File: config.mk
export PLATFORM = sky130hd
export DESIGN_NAME = gmsk_iq_mod
export DESIGN_NICKNAME = d
export VERILOG_FILES = /design/src/rtl/gmsk_pkg.sv /design/src/rtl/gmsk_ctrl.sv /design/src/rtl/gmsk_datapath.sv /design/src/rtl/gmsk_iq_mod.sv
export SDC_FILE = /design/constraint.sdc
export NUM_CORES = 1
export LEC_CHECK = 0
export ABC_AREA = 0
export BUFFER_PORTS_ARGS = -buffer_cell sky130_fd_sc_hd__buf_2
export CAP_MARGIN = 20
export CELL_PAD_IN_SITES_DETAIL_PLACEMENT = 0
export CELL_PAD_IN_SITES_GLOBAL_PLACEMENT = 2
export CORE_MARGIN = 2
export CORE_UTILIZATION = 42
export CTS_BUF_LIST = sky130_fd_sc_hd__clkbuf_2
export DETAILED_ROUTE_END_ITERATION = 8
export PLACE_DENSITY_LB_ADDON = 0.25
export RECOVER_POWER = 50
export SLEW_MARGIN = 15
export SYNTH_ARGS = -nofsm -noshare
export SYNTH_HDL_FRONTEND = slang
export SYNTH_SLANG_ARGS = --single-unit
File: constraint.sdc
create_clock -name clk -period 6.3 [get_ports clk]
set_clock_uncertainty 0.1 [all_clocks]
set_input_delay 0.315 -clock clk [delete_from_list [all_inputs] [get_ports clk]]
set_output_delay 0.315 -clock clk [all_outputs]
set_load 0.03 [all_outputs]
File: src/rtl/gmsk_pkg.sv
package gmsk_pkg;

  // Samples per bit = 2**SPB_LOG2; pulse span in bits.
  localparam int SPB_LOG2 = 4;
  localparam int SPB      = 1 << SPB_LOG2;
  localparam int SPAN     = 4;
  localparam int CNT_W    = SPB_LOG2 + 1;

  typedef struct packed {
    logic                advance;   // take one sample this cycle
    logic                clearAll;  // return to quiet state
    logic [SPAN-1:0]     hist;      // bit j set: symbol j is -1 (j=0 newest)
    logic [SPB_LOG2-1:0] subIdx;    // sample index inside the bit
  } ctrlStb_t;

  // Bell-shaped frequency pulse built from two mirrored parabolic segments.
  function automatic int pulseTap(input int t);
    int halfLen;
    int u;
    halfLen = (SPAN * SPB) / 2;
    u = (t < halfLen) ? t : (2 * halfLen - 1 - t);
    if (u < halfLen / 2) return (2 * u + 1) * (2 * u + 1);
    return 2 * halfLen * halfLen - (2 * (halfLen - 1 - u) + 1) * (2 * (halfLen - 1 - u) + 1);
  endfunction

  // Phase step for table address {hist, subIdx}.
  function automatic int phaseStep(input int addr);
    int k;
    int acc;
    k = addr % SPB;
    acc = 0;
    for (int j = 0; j < SPAN; j++) begin
      if (((addr >> (SPB_LOG2 + j)) & 1) != 0) acc -= pulseTap(j * SPB + k);
      else                                     acc += pulseTap(j * SPB + k);
    end
    return acc;
  endfunction

  // Quarter-wave magnitude: fullScale*sin(pi/2 * n/2**tabLog2), 7th-order series in Q16.
  function automatic int quarterSine(input int n, input int tabLog2, input int fullScale);
    longint x;
    longint x2;
    longint t;
    longint amp;
    x   = (longint'(n) << 16) >>> tabLog2;
    x2  = (x * x) >>> 16;
    t   = 64'sd307;
    t   = 64'sd5223   - ((t * x2) >>> 16);
    t   = 64'sd42334  - ((t * x2) >>> 16);
    t   = 64'sd102944 - ((t * x2) >>> 16);
    t   = (t * x) >>> 16;
    amp = (t * fullScale + 64'sd32768) >>> 16;
    if (amp > fullScale) amp = fullScale;
    if (amp < 0) amp = 0;
    return int'(amp);
  endfunction

endpackage

File: src/rtl/gmsk_ctrl.sv
module gmsk_ctrl
  import gmsk_pkg::*;
(
  input  logic     clk,
  input  logic     rstN,
  input  logic     idleReq,
  input  logic     bitStb,
  input  logic     bitIn,
  input  logic     smpEn,
  output ctrlStb_t stb
);

  logic             prevBit;
  logic [SPAN-1:0]  hist;
  logic [CNT_W-1:0] smpCnt;
  logic             windowDone;
  logic             takeSample;

  assign windowDone = smpCnt[CNT_W-1];
  assign takeSample = smpEn && !bitStb && !idleReq && !windowDone;

  always_ff @(posedge clk or negedge rstN) begin
    if (!rstN) begin
      prevBit <= 1'b1;
      hist    <= '0;
      smpCnt  <= CNT_W'(SPB);
    end else if (idleReq) begin
      prevBit <= 1'b1;
      hist    <= '0;
      smpCnt  <= CNT_W'(SPB);
    end else if (bitStb) begin
      prevBit <= bitIn;
      hist    <= {hist[SPAN-2:0], bitIn ^ prevBit};
      smpCnt  <= '0;
    end else if (takeSample) begin
      smpCnt  <= smpCnt + CNT_W'(1);
    end
  end

  always_comb begin
    stb.advance  = takeSample;
    stb.clearAll = idleReq;
    stb.hist     = hist;
    stb.subIdx   = smpCnt[SPB_LOG2-1:0];
  end

endmodule

File: src/rtl/gmsk_datapath.sv
module gmsk_datapath
  import gmsk_pkg::*;
#(
  parameter int AMP_W      = 10,
  parameter int FULL_SCALE = 510,
  parameter int TAB_LOG2   = 6
) (
  input  logic                    clk,
  input  logic                    rstN,
  input  ctrlStb_t                stb,
  output logic signed [AMP_W-1:0] iOut,
  output logic signed [AMP_W-1:0] qOut,
  output logic                    outValid
);

  localparam int QFRAC  = 3 * SPB_LOG2 + 4;     // bits per quarter turn
  localparam int PH_W   = QFRAC + 2;
  localparam int INC_W  = 2 * SPB_LOG2 + 6;
  localparam int ROM_D  = 1 << (SPAN + SPB_LOG2);
  localparam int ADDR_W = SPAN + SPB_LOG2;
  localparam int TAB_N  = 1 << TAB_LOG2;
  localparam int IDX_W  = TAB_LOG2 + 1;

  // Phase-step table, computed at elaboration.
  logic signed [INC_W-1:0] incRom [ROM_D];
  for (genvar a = 0; a < ROM_D; a++) begin : g_incRom
    localparam int STEP = phaseStep(a);
    assign incRom[a] = INC_W'(STEP);
  end

  // Quarter-wave amplitude table, one extra entry for the quadrant edge.
  logic [AMP_W-2:0] sinTab [TAB_N + 1];
  for (genvar n = 0; n <= TAB_N; n++) begin : g_sinTab
    localparam int MAG = quarterSine(n, TAB_LOG2, FULL_SCALE);
    assign sinTab[n] = (AMP_W - 1)'(MAG);
  end

  logic [ADDR_W-1:0]       romAddr;
  logic signed [INC_W-1:0] incSel;
  logic [PH_W-1:0]         phase;
  logic                    pending;

  assign romAddr = {stb.hist, stb.subIdx};
  assign incSel  = incRom[romAddr];

  always_ff @(posedge clk or negedge rstN) begin
    if (!rstN) begin
      phase   <= '0;
      pending <= 1'b0;
    end else if (stb.clearAll) begin
      phase   <= '0;
      pending <= 1'b0;
    end else begin
      pending <= stb.advance;
      if (stb.advance)
        phase <= phase + {{(PH_W - INC_W){incSel[INC_W-1]}}, incSel};
    end
  end

  // Quadrant folding of the quarter wave.
  logic [1:0]              quad;
  logic [IDX_W-1:0]        sIdx;
  logic [IDX_W-1:0]        cIdx;
  logic signed [AMP_W-1:0] sPos;
  logic signed [AMP_W-1:0] cPos;
  logic signed [AMP_W-1:0] iNext;
  logic signed [AMP_W-1:0] qNext;

  assign quad = phase[PH_W-1 -: 2];
  assign sIdx = {1'b0, phase[QFRAC-1 -: TAB_LOG2]};
  assign cIdx = IDX_W'(TAB_N) - sIdx;
  assign sPos = {1'b0, sinTab[sIdx]};
  assign cPos = {1'b0, sinTab[cIdx]};

  always_comb begin
    unique case (quad)
      2'd0:    begin iNext = cPos;  qNext = sPos;  end
      2'd1:    begin iNext = -sPos; qNext = cPos;  end
      2'd2:    begin iNext = -cPos; qNext = -sPos; end
      default: begin iNext = sPos;  qNext = -cPos; end
    endcase
  end

  always_ff @(posedge clk or negedge rstN) begin
    if (!rstN) begin
      outValid <= 1'b0;
      iOut     <= '0;
      qOut     <= '0;
    end else begin
      outValid <= pending && !stb.clearAll;
      if (pending && !stb.clearAll) begin
        iOut <= iNext;
        qOut <= qNext;
      end
    end
  end

endmodule

File: src/rtl/gmsk_iq_mod.sv
module gmsk_iq_mod
  import gmsk_pkg::*;
#(
  parameter int AMP_W      = 10,
  parameter int FULL_SCALE = 510,
  parameter int TAB_LOG2   = 6
) (
  input  logic                    clk,
  input  logic                    rstN,
  input  logic                    idleReq,
  input  logic                    bitStb,
  input  logic                    bitIn,
  input  logic                    smpEn,
  output logic signed [AMP_W-1:0] iOut,
  output logic signed [AMP_W-1:0] qOut,
  output logic                    outValid
);

  ctrlStb_t stb;

  gmsk_ctrl u_ctrl (
    .clk     (clk),
    .rstN    (rstN),
    .idleReq (idleReq),
    .bitStb  (bitStb),
    .bitIn   (bitIn),
    .smpEn   (smpEn),
    .stb     (stb)
  );

  gmsk_datapath #(
    .AMP_W      (AMP_W),
    .FULL_SCALE (FULL_SCALE),
    .TAB_LOG2   (TAB_LOG2)
  ) u_dp (
    .clk      (clk),
    .rstN     (rstN),
    .stb      (stb),
    .iOut     (iOut),
    .qOut     (qOut),
    .outValid (outValid)
  );

endmodule

### Yosys cells after proc, flatten, opt, wreduce, memory -nomap -nowiden

Memories as Yosys holds them, arrays and structs flattened.
Index checks and enable logic that the tools add are counted.

| cells by class | value |
|---|---|
| bitwise gates (word level) | 4 |
| mux-type cells | 18 |
| equality and inequality tests | 2 |
| add/subtract/negate cells | 5 |
| reductions and logical operators | 11 |
| order comparisons | 3 |

Operators by type and width:

| kind | count |
|---|---|
| 10-bit case mux with 3 select lines | 2 |
| 18-bit 2-to-1 mux | 2 |
| 9-bit 2-to-1 mux | 4 |
| 14-bit 2-to-1 mux | 2 |
| 9-bit negation with 10-bit output | 2 |
| 18-bit adder | 1 |
| 8-bit greater-or-equal comparator (second input constant) | 2 |
| 5-bit 2-to-1 mux | 3 |
| 9-bit greater-or-equal comparator (second input constant) | 1 |
| 8-bit NOT with 9-bit output | 1 |
| 4-bit 2-to-1 mux | 2 |
| 6-bit NOT with 8-bit output | 1 |
| 7-bit NOT with 8-bit output | 1 |
| 7-bit by 6-bit subtractor with 7-bit output (first input constant) | 1 |
| 5-bit by 1-bit adder with 5-bit output (second input constant) | 1 |
| 1-bit logical AND | 4 |
| 2-bit nonzero test | 2 |
| 1-bit zero test | 3 |
| 1-bit 2-to-1 mux | 3 |
| 3-bit nonzero test | 1 |
| 2-bit by 1-bit == test with 1-bit output (second input constant) | 1 |
| 2-bit == test (second input constant) | 1 |
| 2-bit zero test | 1 |
| 1-bit XOR | 1 |

| word-level totals | value |
|---|---|
| flip-flop bits (word level) | 50 |
| bits in read-only memories | 5888 |
| bits of input ports | 6 |
| output and inout port bits | 21 |
| memories kept | 3 |
| word-level logic and storage cells | 54 |

Memories:

| name | depth | width | rd ports | clocked after memory_dff | wr ports | RTL line | RTL |
|---|---|---|---|---|---|---|---|
| (no name shown) | 256 | 14 | 1 | 0 | 0 | gmsk_datapath.sv:44 | `assign incSel = incRom[romAddr];` |
| (no name shown) | 128 | 9 | 1 | 0 | 0 | gmsk_datapath.sv:73 | `assign cPos = {1'b0, sinTab[cIdx]};` |
| (no name shown) | 128 | 9 | 1 | 0 | 0 | gmsk_datapath.sv:72 | `assign sPos = {1'b0, sinTab[sIdx]};` |

### Logic depth before layout (Yosys ltp)

Gate-level depths: netlist (run 1).

| logic depth | value |
|---|---|
| word-level depth | 7 |
| mapped depth | 20 |
| mapped depth without buffers | 20 |

### Hierarchy

From an unflattened synthesis (run 1), not the netlist that was laid out.

| unflattened totals | value |
|---|---|
| cell total of the unflattened synthesis | 898 |
| area total of the unflattened synthesis | 6578.8 µm² |

By module, submodules not included:

| module | seq. area each (µm²) | instances | cells each | area an instance (µm²) |
|---|---|---|---|---|
| gmsk_datapath | 975.9 | 1 | 853 | 6079.6 |
| gmsk_ctrl | 252.7 | 1 | 45 | 499.2 |

### Least setup slack after synthesis (run 1)

No wires, ideal clock.

| timing path | value |
|---|---|
| path kind | register -> register |
| start | register u_dp.phase[11] |
| end | register u_dp.iOut[8] |
| period minus slack after synthesis | 4.241 ns |
| required time | 6.074 ns |
| buffers on the path | 5 |
| arrival | 4.015 ns |
| library setup time | 0.126 ns |
| slack | 2.059 ns |
| cell stages (with the launch flop) | 21 |
| cell sequence | dfrtp_1 -> buf_2 -> clkbuf_1 -> inv_1 -> ha_1 -> ha_1 -> buf_2 -> clkbuf_1 -> clkbuf_1 -> o22ai_1 -> a21oi_1 -> a22oi_1 -> mux2i_1 -> nor2_1 -> ha_1 -> nand2_1 -> a21oi_1 -> nand4_1 -> o211ai_1 -> a21oi_1 -> o32a_1 |

| on the way | value |
|---|---|
| cells in the longest elaborated chain, start to end | 7 |
| elaborated cells on any way between the ends | 12 |
| those cells by class | add/sub: 3; mux: 5; bitwise: 2; memory: 2 |

Ends and longest elaborated chain:

| what | RTL line | RTL |
|---|---|---|
| start: declaration | gmsk_datapath.sv:40 | `logic [PH_W-1:0] phase;` |
| start signal: assignment | gmsk_datapath.sv:56 | `phase <= phase + {{(PH_W - INC_W){incSel[INC_W-1]}}, incSel};` |
| 7-bit by 6-bit subtractor with 7-bit output | gmsk_datapath.sv:71 | `assign cIdx = IDX_W'(TAB_N) - sIdx;` |
| 7-bit NOT with 8-bit output (implied by the code) | gmsk_datapath.sv:73 |  |
| memory read 128 x 9 bit | -- |  |
| 9-bit 2-to-1 mux (implied by the code) (2 in series) | gmsk_datapath.sv:73 |  |
| 9-bit negation with 10-bit output | gmsk_datapath.sv:79 | `2'd2: begin iNext = -cPos; qNext = -sPos; end` |
| 10-bit case mux with 3 select lines * | gmsk_datapath.sv:76 | `unique case (quad)` |
| end signal: assignment | gmsk_datapath.sv:92 | `iOut <= iNext;` |
| end: declaration | gmsk_datapath.sv:11 | `output logic signed [AMP_W-1:0] iOut,` |

Every way passes the cells marked *; elsewhere a longest branch is shown, timed or not. The select of a mux whose other input is x is not followed.
A chain may end at the register's enable or synchronous reset.

### Worst setup path in the final report (run 1)

| timing path | value |
|---|---|
| start | register u_dp.phase[10] |
| end | register u_dp.iOut[8] |

The elaborated chain is that of the path after synthesis.

==> out/results.txt, run 1 <==
post-CTS setup buffers: 0
area fraction in compound gates after synthesis: 29.7%
starting density of the core: 42.4%
slowest CP cell: ha_1
largest net degree at the start of global routing: 44
adder-cell share of the synthesized area: 8.15%
Tcrit/Tclk final: 81.0%
RSZ-0062 raised after global routing: no
Die Width: 130 microns
worst skew pair latency: 0.50 ns
Leak: 2.71 nW
top post-synthesis cells by area: dfrtp_1 (18%), ha_1 (7.7%), o21ai_0 (5.5%), nand2_1 (5.4%), mux2i_1 (4.1%)
design internal power: 0.541 mW
vias per cell: 6.29
gr ovfl total: 0
YS warnings: 0
DP HPWL: 14,900 microns
wire per inst: 19.4 microns
Routed Antenna Nets: 0
Max IR drop VDD: 71.0 uV
H-tree levels: 2
xor/xnor share of the synthesized area: 3.55%
Root Driver: clkbuf_2
initial antenna violation count: 0
Slew @ Worst Pin: 1.70 ns
vias in the first global route: 6,260
share of the synthesized area in the top cell type: 17.7%
DIE HEIGHT: 130 microns
HP Class: in2reg
register clock-pin slew on the reported worst setup and hold paths: 0.28 ns
crit start category: flop
post_cts resized: 0
NumNets Final: 914
Rel. slew slack: -13.1%
crit-path max FO: 26
final worst-path setup slack: 1.20 ns
number of I/O pins: 27
Synthesized Nets: 941
drc violations: 0
overall routing resource usage: 25.1%
violated checks: capacitance limit, slew limit
CP endpoint kind: flop
Synth Instances: 893
mean area per synthesized cell: 7.46 sq um
pwr/cell area: 134 mW/mm^2
Pins Over Slew Limit: 30
CP required: 6.68 ns
first-pass GRT wire length: 33,900 microns
crit path kind: reg2reg
DR iter-0 viols: 546
Synth Flop Type: dfrtp_1
fin util: 43.8%
Mapped Area: 0.00666 sq mm
pre-CTS WS: 1.31 ns
Filler cells: 1,619
DP Cell Count: 1,073
Crit path arrival time: 5.48 ns
max cap viols: 1
fin crit period: 5.10 ns
PortBufs: 26
CTS tree: yes
Final Setup Violations: 0
combinational family with the most area after synthesis: compound AO/OA/AOI/OAI gates
Hold Fails Final Rpt: 0
status: finished, violations left
vias: 6,812
Comb pwr share: 40.6%
Switch Pwr: 0.382 mW
cells traversed along the worst timing path: buf_4 -> inv_1 -> ha_1 -> nor3b_2 -> xnor2_1 -> buf_4 -> mux2_2 -> a22oi_1 -> mux2i_1 -> nor2_1 -> ha_1 -> nand2_1 -> a21oi_1 -> nand4_1 -> or3_1 -> a21oi_1 -> o32a_1
drt pass-1 iters: 5
core area: 0.0157 sq mm
CP max stage delay: 0.50 ns
full die area: 0.0169 sq mm
Setup TNS: 0 ns
clk buf depth: 2
leading area contributor after synthesis: dfrtp_1
Fmax: 196 MHz
Area Overhead vs Synth: 3.31%
Post-Synth Simple-Gate Area: 25.0%
diode count: 0
sequential share of power: 39.3%
register bit total from synthesis: 49
Sw Share: 41.4%
mux cell area share after synthesis: 8.12%
asr flop ratio synth: 100%
clock power share: 20.2%
GPL Wtd Cong: 0.922
share of cells above drive strength 1: 9.92%
Netlist cell types: 86
Seq/Total Area, Yosys: 18.5%
CTS buffer count: 5
clk sink count: 49
Post-synth EDFFs: 0
Finished Layout Cells: 1,083
final wirelength: 21,000 microns
cell row count: 46
==> state kept, by name, indices dropped and copies added, names as in the netlist <==
register / count
u_ctrl.hist: 4
u_ctrl.prevBit: 1
u_dp.qOut: 10
u_dp.phase: 17
u_dp.outValid: 1
u_dp.iOut: 10
u_dp.pending: 1
u_ctrl.smpCnt: 5
==> kinds of logic after synthesis <==
logic type / after synthesis
simple gates: 330
compound gates: 295
buf+inv: 105
flops: 49
mux: 44
fa+ha+maj: 43
xor+xnor: 27
==> layer usage <==
metal  global-route usage, %  vias up  wire, microns
li1                        -     3265              -
met4                    7.65        0            492
met1                    32.0     3264           8860
met2                    44.5      242          10600
met5                       0        -              0
met3                    2.75       41           1040
==> power groups by stage <==
stage | clock [mW] | combinational [mW] | sequential, mW
detailed placement | 0 | 0.371 | 0.368
global placement | 0 | 0.372 | 0.368
floorplan | 0 | 0.237 | 0.405
finish | 0.186 | 0.374 | 0.362
global route | 0.207 | 0.410 | 0.368
CTS | 0.196 | 0.373 | 0.363
==> final timing paths <==
path                                             from                      endpoint  slack [ns]  cells past startpoint
min in group asynchronous                        rstN      u_dp.iOut[0]$_DFFE_PN0P_        0.47                      2
hold / removal                                  smpEn  u_ctrl.smpCnt[4]$_DFFE_PN1P_        0.08                      3
setup reg to reg           u_dp.phase[10]$_DFFE_PN0P_      u_dp.iOut[8]$_DFFE_PN0P_        1.20                     17
max in group asynchronous                        rstN    u_ctrl.hist[0]$_DFFE_PN0P_        3.44                      3
hold reg to reg              u_dp.iOut[2]$_DFFE_PN0P_      u_dp.iOut[2]$_DFFE_PN0P_        0.40                      2
setup / recovery           u_dp.phase[10]$_DFFE_PN0P_      u_dp.iOut[8]$_DFFE_PN0P_        1.20                     17
==> synthesized netlist by cell type (all sizes together) (8+ instances only) <==
cell,number
xor2,11
dfrtp,47
nor3,32
or3,8
ha,41
nand2b,21
a21oi,53
o221ai,11
inv,26
nand3,37
o21ai,75
and3,9
o31ai,12
buf,26
mux2i,27
mux2,10
a31oi,19
nor2,71
nor2b,16
a211oi,16
xnor2,16
a211o,8
o22ai,14
o211ai,22
nand2,96
clkbuf,50
==> critical path: cells and delay by family, from the launching register on <==
family | cells | cell delay, ns
AND/OR/NAND/NOR | 5 | 1.53
AO/OA/AOI/OAI | 4 | 0.85
buffers and inverters | 3 | 0.76
adder cells (fa/ha/maj) | 2 | 0.72
multiplexers | 2 | 0.48
flip-flops | 1 | 0.42
XOR/XNOR | 1 | 0.19
==> metrics by stage <==
stage	total power [mW]	cell area [sq um]	hold slack, ns
floorplan	0.642	6660	-0.0806
global placement	0.740	6800	0.239
detailed placement	0.738	6800	0.237
CTS	0.932	6890	0.0356
global route	0.985	6880	0.0532
finish	0.923	6880	0.0828
==> timing repair <==
action / CTS / global route
setup endpoints to repair: 0 / 0
hold endpoints to repair: 22 / 0
hold buffers: 2 / 0
==> layout make-up <==
class / instances / area [sq um] / share of cell area (%)
Clock buffer: 6 / 30.0 / 0.437
Clock inverter: 2 / 38.8 / 0.564
Inverter: 29 / 109 / 1.58
Multi-Input combinational cell: 739 / 4960 / 72.2
Sequential cell: 49 / 1230 / 17.9
Tap cell: 216 / 270 / 3.93
Timing Repair Buffer: 42 / 239 / 3.47
==> placed cells by master, fill, tap and decap left out, types with 5 or more instances in the layout <==
| master | count |
|---|---|
| a211o_1 | 8 |
| a211oi_1 | 15 |
| a21o_1 | 5 |
| a21oi_1 | 53 |
| a221oi_1 | 5 |
| a311oi_1 | 5 |
| a31oi_1 | 19 |
| and2_1 | 6 |
| and3_1 | 9 |
| buf_2 | 19 |
| buf_4 | 12 |
| clkbuf_1 | 8 |
| clkbuf_2 | 6 |
| dfrtp_1 | 47 |
| ha_1 | 41 |
| inv_1 | 24 |
| mux2_2 | 10 |
| mux2i_1 | 27 |
| mux4_2 | 7 |
| nand2_1 | 95 |
| nand2b_1 | 21 |
| nand3_1 | 37 |
| nand4_1 | 5 |
| nor2_1 | 70 |
| nor2b_1 | 16 |
| nor3_1 | 31 |
| o211ai_1 | 21 |
| o21ai_0 | 73 |
| o221ai_1 | 11 |
| o22ai_1 | 14 |
| o31a_1 | 5 |
| o31ai_1 | 12 |
| or2_2 | 6 |
| or3_1 | 7 |
| xnor2_1 | 16 |
| xor2_1 | 11 |
(Power assumes the default switching activity.)
==> run 2: changes to the inputs <==
Settings changed: ABC_AREA 0 to 1, CORE_UTILIZATION 42 to 35.
Clock period 6.3 ns to 5.04 ns, I/O delays scaled along.
==> out/results.txt, run 2 <==
final wirelength: 21,200 microns
cts-stage hold buffer count: 4
Die Width: 137 microns
Setup TNS: 0 ns
Pins Over Slew Limit: 50
Sw Share: 46.9%
Filler cells: 1,943
Root Driver: clkbuf_2
asr flop ratio synth: 100%
WL met2: 10,400 microns
Switch Pwr: 0.544 mW
Slew @ Worst Pin: 2.95 ns
mean area per synthesized cell: 6.06 sq um
GPL Wtd Cong: 0.842
clock power share: 18.7%
Synth Flop Type: dfrtp_1
first-pass GRT wire length: 34,100 microns
Tcrit/Tclk final: 92.7%
DP HPWL: 15,600 microns
starting density of the core: 35.7%
pre-CTS WS: 0.558 ns
fin crit period: 4.67 ns
register bit total from synthesis: 49
status: finished, violations left
vias: 6,821
met3 wire len: 875 microns
Rel. slew slack: -96.9%
commonest non-fill, non-tap cell in the layout: nand2_1
Leak: 3.29 nW
slowest CP cell: dfrtp_1
top cells by count, synth: nand2_1 (322), nand3_1 (104), o21ai_0 (91)
Seq/Total Area, Yosys: 19.9%
CTS buffer count: 5
top routing layer used: met4
violated checks: capacitance limit, slew limit
NumNets Final: 1,072
pwr/cell area: 178 mW/mm^2
Mapped Area: 0.00618 sq mm
clk sink count: 49
cells traversed along the worst timing path: inv_2 -> ha_1 -> ha_1 -> inv_2 -> nand2_1 -> o21ai_0 -> inv_1 -> nand2_1 -> nand3_1 -> nand2_1 -> nand2_1 -> nand3_1 -> ha_1 -> xor2_1 -> o21ai_0 -> o21ai_0 -> nand2_1
worst skew pair latency: 0.55 ns
wire per inst: 16.9 microns
M1 WL: 9330 microns
final worst-path setup slack: 0.366 ns
Max IR drop VDD: 102 uV
crit-path max FO: 19
post-CTS setup buffers: 0
total area of sequential cells: 0.00123 sq mm
share of the synthesized area in the top cell type: 19.6%
Comb pwr share: 42.3%
design internal power: 0.617 mW
most frequent cells in the layout: nand2_1 (322), nand3_1 (104), o21ai_0 (91)
Synth Instances: 1,019
YS warnings: 0
gr ovfl total: 0
CP max stage delay: 0.88 ns
share of cells above drive strength 1: 7.41%
initial antenna violation count: 1
CTS tree: yes
dpl cell area: 0.00642 sq mm
crit start category: flop
HP Class: in2reg
most frequent cell after synthesis: nand2_1
hold_ws: 0.328 ns
PortBufs: 26
crit path kind: reg2reg
leading area contributor after synthesis: nand2_1
register clock-pin slew on the reported worst setup and hold paths: 0.35 ns
Final Setup Violations: 0
post_cts resized: 0
Hold Fails Final Rpt: 0
Fmax: 214 MHz
Largest Register: u_dp.phase
multi-input logic area: 0.00435 sq mm
max cap viols: 1
cell row count: 48
Overall Power: 1.16 mW
Routed Antenna Nets: 0
Bufs and invs on worst path: 3
CP delay by family, top: adder cells
CP required: 5.37 ns
clk buf depth: 2
Post-synth EDFFs: 0
core area: 0.0173 sq mm
Synthesized Nets: 1,067
top post-synthesis cells by area: nand2_1 (20%), dfrtp_1 (19%), nand3_1 (8.4%), ha_1 (8.3%), o21ai_0 (7.4%)
Area Overhead vs Synth: 5.31%
number of I/O pins: 27
vias in the first global route: 6,428
Netlist cell types: 50
vias per cell: 5.45
overall routing resource usage: 23.1%
sequential share of power: 39.0%
cell mode on critical path: nand2_1
max reg flops: 17
full die area: 0.0187 sq mm
Crit path arrival time: 5.00 ns
Top Registers: u_dp.phase x17, u_dp.iOut x10, u_dp.qOut x10
RSZ-0062 raised after global routing: no
largest net degree at the start of global routing: 50
drc violations: 0
design area: 0.00650 sq mm
CP endpoint kind: flop
DR iter-0 viols: 513
DIE HEIGHT: 137 microns
drt pass-1 iters: 5
H-tree levels: 2
[run 2: final timing paths]
kind | start | slack [ns] | cells past startpoint | endpoint
min in group asynchronous | rstN | 1.15 | 3 | u_dp.iOut[8]$_DFFE_PN0P_
worst min register to register | u_dp.iOut[7]$_DFFE_PN0P_ | 0.42 | 2 | u_dp.iOut[7]$_DFFE_PN0P_
worst max-delay path | u_dp.phase[10]$_DFFE_PN0P_ | 0.37 | 17 | u_dp.iOut[2]$_DFFE_PN0P_
worst max register to register | u_dp.phase[10]$_DFFE_PN0P_ | 0.37 | 17 | u_dp.iOut[2]$_DFFE_PN0P_
max in group asynchronous | rstN | 2.06 | 3 | u_dp.qOut[2]$_DFFE_PN0P_
worst min-delay path | idleReq | 0.33 | 3 | u_dp.phase[6]$_DFFE_PN0P_
[run 2: power by group through the flow]
stage	clock (mW)	sequential (mW)	combinational, mW
2_1_floorplan	0	0.511	0.312
3_3_place_gp	0	0.457	0.495
3_5_place_dp	0	0.460	0.490
4_1_cts	0.231	0.454	0.494
5_1_grt	0.242	0.458	0.553
6_report	0.217	0.453	0.491
[run 2: final cells by class]
| cell class | instances | area share [%] |
|---|---|---|
| Multi-Input combinational cell | 833 | 66.9 |
| Clock inverter | 3 | 0.442 |
| Antenna cell | 1 | 0.0385 |
| Inverter | 95 | 5.52 |
| Sequential cell | 49 | 18.9 |
| Clock buffer | 5 | 0.385 |
| Tap cell | 225 | 4.33 |
| Timing Repair Buffer | 40 | 3.50 |
[run 2: metal layers]
metal / global-route usage (%) / vias to the layer above
met2: 40.0 / 172
met3: 2.59 / 31
met4: 7.50 / 0
met1: 30.0 / 3180
met5: 0 / -
li1: - / 3438
[run 2: kinds of logic after synthesis]
kind of cell	share of synthesized area, %
xor gates and xnor gates	1.28
AOI/OAI and AO/OA	22.1
adders and majority gates	8.63
DFF	19.9
and+or+nand+nor	38.5
buffers and inverters	9.66
[run 2: stage by stage]
| step | utilization [%] | std cells |
|---|---|---|
| 2_1_floorplan | - | 1019 |
| 3_3_place_gp | 37.1 | 1238 |
| 3_5_place_dp | 37.1 | 1238 |
| 4_1_cts | 37.7 | 1250 |
| 5_1_grt | 37.6 | 1251 |
| 6_report | 37.6 | 1251 |
[run 2: worst reg2reg max path: stages, from the launching register on]
cell	delay, ns
dfrtp_1	0.88
inv_2	0.29
ha_1	0.41
ha_1	0.75
inv_2	0.28
nand2_1	0.17
o21ai_0	0.09
inv_1	0.11
nand2_1	0.06
nand3_1	0.07
nand2_1	0.07
nand2_1	0.08
nand3_1	0.24
ha_1	0.31
xor2_1	0.19
o21ai_0	0.10
o21ai_0	0.28
nand2_1	0.08
==> run 3: changes to the inputs <==
Settings changed: CTS_BUF_LIST sky130_fd_sc_hd__clkbuf_2 to sky130_fd_sc_hd__clkbuf_2 sky130_fd_sc_hd__clkbuf_4 sky130_fd_sc_hd__clkbuf_8.
==> out/results.txt, run 3 (synthesized netlist as in run 2, its figures left out) <==
NumNets Final: 1,069
CTS buffer count: 5
Top Registers: u_dp.phase x17, u_dp.iOut x10, u_dp.qOut x10
vias in the first global route: 6,416
Worst R2R Setup Slack: 0.43 ns
RSZ-0062 raised after global routing: no
first-pass GRT wire length: 34,100 microns
design area: 0.00651 sq mm
initial antenna violation count: 0
DIE HEIGHT: 137 microns
Routed Antenna Nets: 0
Setup TNS: 0 ns
crit-path max FO: 19
register clock-pin slew on the reported worst setup and hold paths: 0.12 ns
full die area: 0.0187 sq mm
crit path kind: reg2reg
Crit path arrival time: 4.73 ns
overall routing resource usage: 23.1%
Hold Fails Final Rpt: 0
Slew @ Worst Pin: 2.94 ns
Area Overhead vs Synth: 5.37%
max reg flops: 17
slowest CP cell: dfrtp_1
core area: 0.0173 sq mm
reg2reg end: u_dp.qOut[2]$_DFFE_PN0P_
cts-stage hold buffer count: 1
Finished Layout Cells: 1,247
worst skew pair latency: 0.35 ns
post-CTS setup buffers: 0
vias: 6,784
CP required: 5.15 ns
final worst-path setup slack: 0.427 ns
CP delay by family, top: adder cells
Tcrit/Tclk final: 91.5%
Hold Crit Depth: 3
DP Cell Count: 1,238
clk sink count: 49
pre-CTS WS: 0.558 ns
Pins Over Slew Limit: 50
H-tree levels: 2
number of I/O pins: 27
Reg-to-Reg Start: u_dp.phase[10]$_DFFE_PN0P_
CTS tree: yes
post_cts resized: 0
most frequent cells in the layout: nand2_1 (322), nand3_1 (104), o21ai_0 (91)
max cap viols: 1
PortBufs: 26
HP Class: in2reg
Final Setup Violations: 0
dpl cell area: 0.00642 sq mm
status: finished, violations left
Fmax: 217 MHz
share of cells above drive strength 1: 6.65%
GPL Wtd Cong: 0.842
Bufs and invs on worst path: 3
starting density of the core: 35.7%
Die Width: 137 microns
Leak: 3.26 nW
Overall Power: 1.22 mW
final wirelength: 21,100 microns
Largest Register: u_dp.phase
largest net degree at the start of global routing: 50
Max IR drop VDD: 103 uV
drc violations: 0
Worst R2R Path Depth: 17
Root Driver: clkbuf_8
cells traversed along the worst timing path: inv_2 -> ha_1 -> ha_1 -> inv_2 -> nand2_1 -> o21ai_0 -> inv_1 -> nand2_1 -> nand3_1 -> nand2_1 -> nand2_1 -> nand3_1 -> ha_1 -> xor2_1 -> nor2_1 -> o21ai_0 -> nand2_1
pwr/cell area: 188 mW/mm^2
hold path start: bitIn
commonest non-fill, non-tap cell in the layout: nand2_1
Rel. slew slack: -95.9%
drt pass-1 iters: 5
CP max stage delay: 0.82 ns
vias per cell: 5.44
fin crit period: 4.61 ns
DR iter-0 viols: 511
violated checks: capacitance limit, slew limit
CP endpoint kind: flop
diode count: 0
wire per inst: 17.0 microns
cell row count: 48
cell mode on critical path: nand2_1
clk buf depth: 2
Worst Hold Path EP: u_ctrl.prevBit$_DFFE_PN1P_
DP HPWL: 15,600 microns
gr ovfl total: 0
crit start category: flop
## run 3: cell types whose count changed in the layout (fill, tap and decap cells not counted), sizes merged
cell and delta:
dlygate4sd3 -3, buf -8, clkbuf +8, diode -1
## run 3: area by class of cell
class,instances,area (sq um)
fill,1943,10800
timing repair buffer,37,190
clock inverter,3,28.8
clock buffer,5,68.8
multi-input combinational,833,4350
tap,225,282
sequential,49,1230
inverter,95,359
## run 3: layer usage
metal / track usage, % / up-vias / part of all wire [%]
li1: - / 3428 / -
met1: 29.8 / 3150 / 44
met2: 40.3 / 173 / 49
met3: 2.93 / 33 / 4.3
met4: 6.93 / 0 / 2.5
met5: 0 / - / 0
## run 3: how the worst max path moves through the flow
stage,end,slack [ns],startpoint,cells past startpoint
finish,u_dp.qOut[2]$_DFFE_PN0P_,0.43,u_dp.phase[10]$_DFFE_PN0P_,17
global route,u_dp.iOut[2]$_DFFE_PN0P_,0.11,u_dp.phase[11]$_DFFE_PN0P_,17
CTS,u_dp.qOut[2]$_DFFE_PN0P_,0.51,u_dp.phase[10]$_DFFE_PN0P_,17
detailed placement,u_dp.qOut[2]$_DFFE_PN0P_,0.56,u_dp.phase[10]$_DFFE_PN0P_,17
global placement,u_dp.qOut[2]$_DFFE_PN0P_,0.44,u_dp.phase[10]$_DFFE_PN0P_,17
floorplan,u_dp.phase[17]$_DFFE_PN0P_,1.77,u_ctrl.smpCnt[1]$_DFFE_PN0P_,21
## run 3: metrics by stage
| stage | utilization [%] | hold slack [ns] |
|---|---|---|
| 6_report | 37.6 | 0.0336 |
| 3_3_place_gp | 37.1 | 0.338 |
| 4_1_cts | 37.8 | 0.0205 |
| 3_5_place_dp | 37.1 | 0.348 |
| 5_1_grt | 37.6 | 0.0450 |
| 2_1_floorplan | - | -0.144 |
## run 3: power by group
part	switching [mW]	internal [mW]	leakage [nW]
Clock	0.180	0.105	0.0506
Sequential	0.0251	0.427	0.654
Combinational	0.344	0.142	2.56
## run 3: worst min-delay path: cells and delay by family
| kind | cells | cell delay (ns) |
|---|---|---|
| AOI/OAI and AO/OA | 1 | 0.06 |
| buffers and inverters | 1 | 0.10 |
| and+or+nand+nor | 1 | 0.05 |
